<file path="src/rtl/pdseq_pkg.sv">
package pdseq_pkg;

    typedef enum logic [2:0] {
        PS_IDLE      = 3'd0,
        PS_DRAIN     = 3'd1,
        PS_SR_ENTER  = 3'd2,
        PS_SLEEP     = 3'd3,
        PS_SR_EXIT   = 3'd4,
        PS_EXIT_WAIT = 3'd5
    } pd_state_e;

    typedef struct packed {
        logic rd_go;
        logic wr_go;
    } bus_cmd_t;

    localparam int DEFAULT_EXIT_CYCLES = 20;

    function automatic logic wake_source(input logic irq_i, input logic req_i);
        return irq_i | req_i;
    endfunction

endpackage

</file>
<file path="src/rtl/pdseq_regif.sv">
module pdseq_regif
    import pdseq_pkg::*;
#(
    parameter int          ADDR_W  = 24,
    parameter int          DATA_W  = 32,
    parameter logic [ADDR_W-1:0] PD_ADDR = ADDR_W'('h100108)
) (
    input  logic              clk,
    input  logic              rst,
    input  logic              reg_req,
    input  logic              reg_we,
    input  logic [ADDR_W-1:0] reg_addr,
    input  logic [DATA_W-1:0] reg_wdata,
    input  logic              seq_busy,
    input  logic              seq_done,
    output bus_cmd_t          cmd,
    output logic              reg_ack,
    output logic [DATA_W-1:0] reg_rdata
);

    logic ack_q;
    logic accept;
    logic unused_wdata;

    assign unused_wdata = ^reg_wdata;

    // one access at a time: blocked while the sequence runs or an ack is out
    assign accept    = reg_req && (reg_addr == PD_ADDR) && !seq_busy && !ack_q;
    assign cmd.wr_go = accept && reg_we;
    assign cmd.rd_go = accept && !reg_we;

    always_ff @(posedge clk) begin
        if (rst) begin
            ack_q <= 1'b0;
        end else begin
            ack_q <= cmd.rd_go || seq_done;
        end
    end

    assign reg_ack   = ack_q;
    assign reg_rdata = '0;

endmodule

</file>
<file path="src/rtl/pdseq_fsm.sv">
module pdseq_fsm
    import pdseq_pkg::*;
#(
    parameter int EXIT_CYCLES = DEFAULT_EXIT_CYCLES,
    localparam int CNT_W      = (EXIT_CYCLES > 1) ? $clog2(EXIT_CYCLES) : 1
) (
    input  logic      clk,
    input  logic      rst,
    input  logic      wr_go,
    input  logic      mem_busy,
    input  logic      sr_enter_done,
    input  logic      sr_exit_done,
    input  logic      irq,
    input  logic      mem_req,
    output pd_state_e state,
    output logic      seq_done
);

    localparam logic [CNT_W-1:0] CNT_LOAD = CNT_W'(EXIT_CYCLES - 1);

    pd_state_e        state_q, state_d;
    logic [CNT_W-1:0] cnt_q, cnt_d;

    always_comb begin
        state_d = state_q;
        cnt_d   = cnt_q;
        unique case (state_q)
            PS_IDLE: begin
                if (wr_go) state_d = PS_DRAIN;
            end
            PS_DRAIN: begin
                if (!mem_busy) state_d = PS_SR_ENTER;
            end
            PS_SR_ENTER: begin
                if (sr_enter_done) state_d = PS_SLEEP;
            end
            PS_SLEEP: begin
                if (wake_source(irq, mem_req)) state_d = PS_SR_EXIT;
            end
            PS_SR_EXIT: begin
                if (sr_exit_done) begin
                    state_d = PS_EXIT_WAIT;
                    cnt_d   = CNT_LOAD;
                end
            end
            PS_EXIT_WAIT: begin
                if (cnt_q == '0) state_d = PS_IDLE;
                else             cnt_d   = cnt_q - 1'b1;
            end
            default: state_d = PS_IDLE;
        endcase
    end

    always_ff @(posedge clk) begin
        if (rst) begin
            state_q <= PS_IDLE;
            cnt_q   <= '0;
        end else begin
            state_q <= state_d;
            cnt_q   <= cnt_d;
        end
    end

    assign state    = state_q;
    assign seq_done = (state_q == PS_EXIT_WAIT) && (cnt_q == '0);

endmodule

</file>
<file path="src/rtl/pdseq_clkgate.sv">
module pdseq_clkgate #(
    parameter int NUM_UNITS = 8
) (
    input  logic                 clk,
    input  logic                 rst,
    input  logic                 global_pd,
    input  logic [NUM_UNITS-1:0] sleepless,
    output logic [NUM_UNITS-1:0] clk_en
);

    for (genvar u = 0; u < NUM_UNITS; u++) begin : g_unit
        logic en_q;
        always_ff @(posedge clk) begin
            if (rst) en_q <= 1'b1;
            else     en_q <= !global_pd || sleepless[u];
        end
        assign clk_en[u] = en_q;
    end

endmodule

</file>
<file path="src/rtl/pdseq_top.sv">
module pdseq_top
    import pdseq_pkg::*;
#(
    parameter int          ADDR_W      = 24,
    parameter int          DATA_W      = 32,
    parameter logic [ADDR_W-1:0] PD_ADDR = ADDR_W'('h100108),
    parameter int          NUM_UNITS   = 8,
    parameter int          EXIT_CYCLES = DEFAULT_EXIT_CYCLES
) (
    input  logic                 clk,
    input  logic                 rst,
    input  logic                 reg_req,
    input  logic                 reg_we,
    input  logic [ADDR_W-1:0]    reg_addr,
    input  logic [DATA_W-1:0]    reg_wdata,
    output logic [DATA_W-1:0]    reg_rdata,
    output logic                 reg_ack,
    input  logic                 mem_busy,
    input  logic                 mem_req,
    output logic                 mem_gnt,
    input  logic                 irq,
    output logic                 sr_enter_req,
    input  logic                 sr_enter_done,
    output logic                 sr_exit_req,
    input  logic                 sr_exit_done,
    input  logic [NUM_UNITS-1:0] sleepless,
    output logic [NUM_UNITS-1:0] clk_en,
    output logic                 global_pd
);

    bus_cmd_t  cmd;
    pd_state_e state;
    logic      seq_done;

    pdseq_regif #(
        .ADDR_W (ADDR_W),
        .DATA_W (DATA_W),
        .PD_ADDR(PD_ADDR)
    ) u_regif (
        .clk      (clk),
        .rst      (rst),
        .reg_req  (reg_req),
        .reg_we   (reg_we),
        .reg_addr (reg_addr),
        .reg_wdata(reg_wdata),
        .seq_busy (state != PS_IDLE),
        .seq_done (seq_done),
        .cmd      (cmd),
        .reg_ack  (reg_ack),
        .reg_rdata(reg_rdata)
    );

    pdseq_fsm #(
        .EXIT_CYCLES(EXIT_CYCLES)
    ) u_fsm (
        .clk          (clk),
        .rst          (rst),
        .wr_go        (cmd.wr_go),
        .mem_busy     (mem_busy),
        .sr_enter_done(sr_enter_done),
        .sr_exit_done (sr_exit_done),
        .irq          (irq),
        .mem_req      (mem_req),
        .state        (state),
        .seq_done     (seq_done)
    );

    assign global_pd    = (state == PS_SLEEP);
    assign sr_enter_req = (state == PS_SR_ENTER);
    assign sr_exit_req  = (state == PS_SR_EXIT);
    assign mem_gnt      = mem_req && (state == PS_IDLE);

    pdseq_clkgate #(
        .NUM_UNITS(NUM_UNITS)
    ) u_clkgate (
        .clk      (clk),
        .rst      (rst),
        .global_pd(global_pd),
        .sleepless(sleepless),
        .clk_en   (clk_en)
    );

endmodule

</file>
<file path="config.mk">
export PLATFORM = sky130hd
export DESIGN_NAME = pdseq_top
export DESIGN_NICKNAME = d
export VERILOG_FILES = /design/src/rtl/pdseq_pkg.sv /design/src/rtl/pdseq_regif.sv /design/src/rtl/pdseq_fsm.sv /design/src/rtl/pdseq_clkgate.sv /design/src/rtl/pdseq_top.sv
export SDC_FILE = /design/constraint.sdc
export NUM_CORES = 1
export LEC_CHECK = 0
export ABC_AREA = 1
export BUFFER_PORTS_ARGS = -buffer_cell sky130_fd_sc_hd__buf_2
export CAP_MARGIN = 20
export CORE_MARGIN = 5
export CORE_UTILIZATION = 35
export CTS_CLUSTER_DIAMETER = 80
export CTS_CLUSTER_SIZE = 10
export DETAILED_ROUTE_END_ITERATION = 16
export PLACE_DENSITY = 0.75
export SLEW_MARGIN = 20
export SYNTH_ARGS = -nofsm -noshare
export SYNTH_HDL_FRONTEND = slang
export SYNTH_SLANG_ARGS = --single-unit
</file>
<file path="constraint.sdc">
create_clock -name clk -period 2.15 [get_ports clk]
set_clock_uncertainty 0.2 [all_clocks]
set_input_delay 0.3225 -clock clk [delete_from_list [all_inputs] [get_ports clk]]
set_output_delay 0.3225 -clock clk [all_outputs]
set_load 0.02 [all_outputs]
</file>
==> results by group <==
Cells and area
  • Design Area, Final: 0.00146 mm2
  • Number of diodes: 0
  • Share of post-route cells with drive strength above 1: 31.1%
  • Fill count: 396
  • Final Non-Filler Cells: 283
  • Layout net count: 311
  • Layout area overhead: 14.6%
  • Final Util: 40.5%

Timing
  • Unrepaired setup endpoints after global routing: false
  • Highest clock rate: 562 MHz
  • Final Cycle Share: 82.7%
  • TNS Setup: 0 ns
  • Final hold vios: 0
  • Tmin final: 1.78 ns
  • Worst setup margin: 0.371 ns
  • Slew Viols, Final: 0
  • Setup Viol. Count Final: 0

Worst setup path
  • WP data required: 1.63 ns
  • Worst setup path start: u_fsm.state[1]$_SDFFE_PP0P_
  • Reg2reg end: u_fsm.state[2]$_SDFFE_PP0P_
  • Critical path class: reg2out
  • Reg2reg path depth: 9
  • Worst EP arrival: 1.26 ns
  • Crit start category: register
  • CP Max Fanout: 5
  • Worst setup EP type: output pin
  • R2R Setup Slk: 0.49 ns
  • Worst R2R Start: u_fsm.cnt_q[0]$_SDFFE_PP0P_

Synthesis
  • Cell accounting for the most synthesized area: dfxtp_1
  • Top cells by count, synth: buf_4 (40), nand2_1 (33), inv_1 (32)
  • Async set-reset flop share out of synthesis: 0%
  • Largest cells by area after synthesis: dfxtp_1 (27%), buf_4 (24%), nand2_1 (9.7%)
  • Mean Syn Cell Area: 6.81 um2
  • Ys flop type: dfxtp_1
  • Yosys cell types: 26
  • Post-Syn Instances: 187
  • Most common cell in the netlist: buf_4
  • Register area share after synthesis: 26.7%
  • Post-synth top area share: 26.7%
  • FF+latch count, synth: 17
  • Synth warn: 0
  • Syn Std Cell Area: 0.00127 mm2
  • Post-synth EDFFs: 0

Power
  • Pwr dens: 605 mW/mm2
  • Maximum vdd drop: 0.000274 V
  • LEAKAGE: 0.806 nW

Global routing
  • Largest net degree at the start of global routing: 10
  • GRT Util Overall: 10.1%
  • Initial antenna violation count: 0
  • Total gr overflow: 0
  • First-pass GRT wire length: 4130 um
  • Vias in the first global route: 1017

Die
  • Die Footprint: 0.00495 mm2
  • Ports: 118
  • Die Ht: 70.3 um
  • Die W: 70.3 um
  • Core Region: 0.00361 mm2
  • Starting density of the core: 35.3%
  • Row count: 22

Job
  • Max cap viols: 0

Worst hold path
  • Worst Hold Depth: 3
  • Hold_sp: sleepless[1]
  • Hold crit path type: in2reg
  • Hold endpoint: u_clkgate.g_unit[1].en_q$_SDFF_PP1_

Placed design
  • DP HPWL: 2160 um
  • Port-buffer cells: 53
  • Post-placement cell area: 0.00142 mm2
  • Placed Cells: 279
  • Gp weighted congestion: 0.823
  • Pre-CTS setup slack: 0.502 ns

Routing
  • DR iter-0 viols: 47
  • Drt wl/cell: 8.77 um
  • Max layer used: met4
  • Via-to-Cell Ratio: 3.78
  • Drt total wl: 2480 um
  • DRC viols: 0
  • Met3 wire length: 142 um
  • Vias: 1071
  • DR WL met2: 1400 um
  • DRT met1 WL: 922 um
  • Drt first pass iters: 4
  • Detail Route Antenna Nets: 0

CTS
  • PostCTS Resize Cnt: 0
  • Clock-pin slew on the worst setup and hold paths: 0.06 ns
  • CTS tree: yes
  • Clock root cell: clkbuf_8
  • Clock Sink Count: 17
  • CTS Buffer Depth: 2
  • Worst-skew pair later-pin latency: 0.25 ns
  • Number of buffers created by CTS: 3
  • Post-cts hold buffer count: 0
  • Post-CTS setup buffers: 0
  • H-tree Lvls: 1

Run status
  • Outcome: finished, final reports clean
-- stage by stage --
step / hold WS (ns) / total power [mW]
final: 0.0474 / 0.883
after global routing: 0.0485 / 0.957
after CTS: 0.0424 / 0.894
after detailed placement: 0.271 / 0.658
after global placement: 0.262 / 0.653
after floorplan: 0.192 / 0.625
-- report_power, final --
| part | switching, mW | internal (mW) | total [mW] | leakage (nW) |
|---|---|---|---|---|
| clock network | 0.101 | 0.131 | 0.232 | 0.0228 |
| logic | 0.195 | 0.105 | 0.300 | 0.646 |
| registers | 0.0218 | 0.329 | 0.351 | 0.137 |
-- sequential cells by signal, indices dropped and copies added, names as in the netlist --
| name | count |
|---|---|
| u_fsm.cnt_q | 5 |
| u_clkgate.g_unit.en_q | 8 |
| u_regif.reg_ack | 1 |
| u_fsm.state | 3 |
-- cell usage in the layout (no fill, tap or decap), drive strengths merged --
cell	instances
nand2	38
o21ai	4
clkinv	1
inv	35
dfxtp	17
buf	53
or2	1
nor2	22
and2	2
clkbuf	4
nor3	4
nand3	9
o22ai	1
conb	32
nand4	1
a21oi	5
a31oi	2
xor2	2
ha	2
-- critical path: stages (launching register included) --
cell and delay [ns]:
dfxtp_1 0.42, inv_2 0.09, nor3_1 0.27, buf_2 0.23
-- per-layer routing --
metal | global-route usage [%] | up-vias
li1 | - | 579
met1 | 11.2 | 460
met2 | 18.8 | 30
met3 | 2.73 | 2
met4 | 2.55 | 0
met5 | 0 | -
-- worst max-delay path by stage --
stage,to,slack [ns],depth (start not counted)
floorplan,u_fsm.state[2]$_SDFFE_PP0P_,0.37,7
global placement,u_fsm.state[2]$_SDFFE_PP0P_,0.53,9
detailed placement,u_fsm.state[1]$_SDFFE_PP0P_,0.50,9
CTS,sr_enter_req,0.35,3
global route,sr_enter_req,0.25,3
finish,sr_enter_req,0.37,3
-- logic make-up after synthesis --
| family | count (synthesis) | synth area share (%) |
|---|---|---|
| adder cells (fa/ha/maj) | 2 | 1.96 |
| buffers and inverters | 76 | 34.2 |
| AND/OR/NAND/NOR | 77 | 30.2 |
| other | 1 | 0.294 |
| XOR/XNOR | 2 | 1.38 |
| AO/OA/AOI/OAI | 12 | 5.30 |
| flip-flops | 17 | 26.7 |
-- cell type report --
cell class                 instances  area (um2)  share of cell area, %
sequential                        17         340                   23.3
multi-input combinational        125         614                   42.1
tap                               48        60.1                   4.11
timing repair buffer              53         265                   18.2
clock buffer                       4        45.0                   3.08
inverter                          36         135                   9.25
Note: power is estimated with default switching activity, not from simulation.
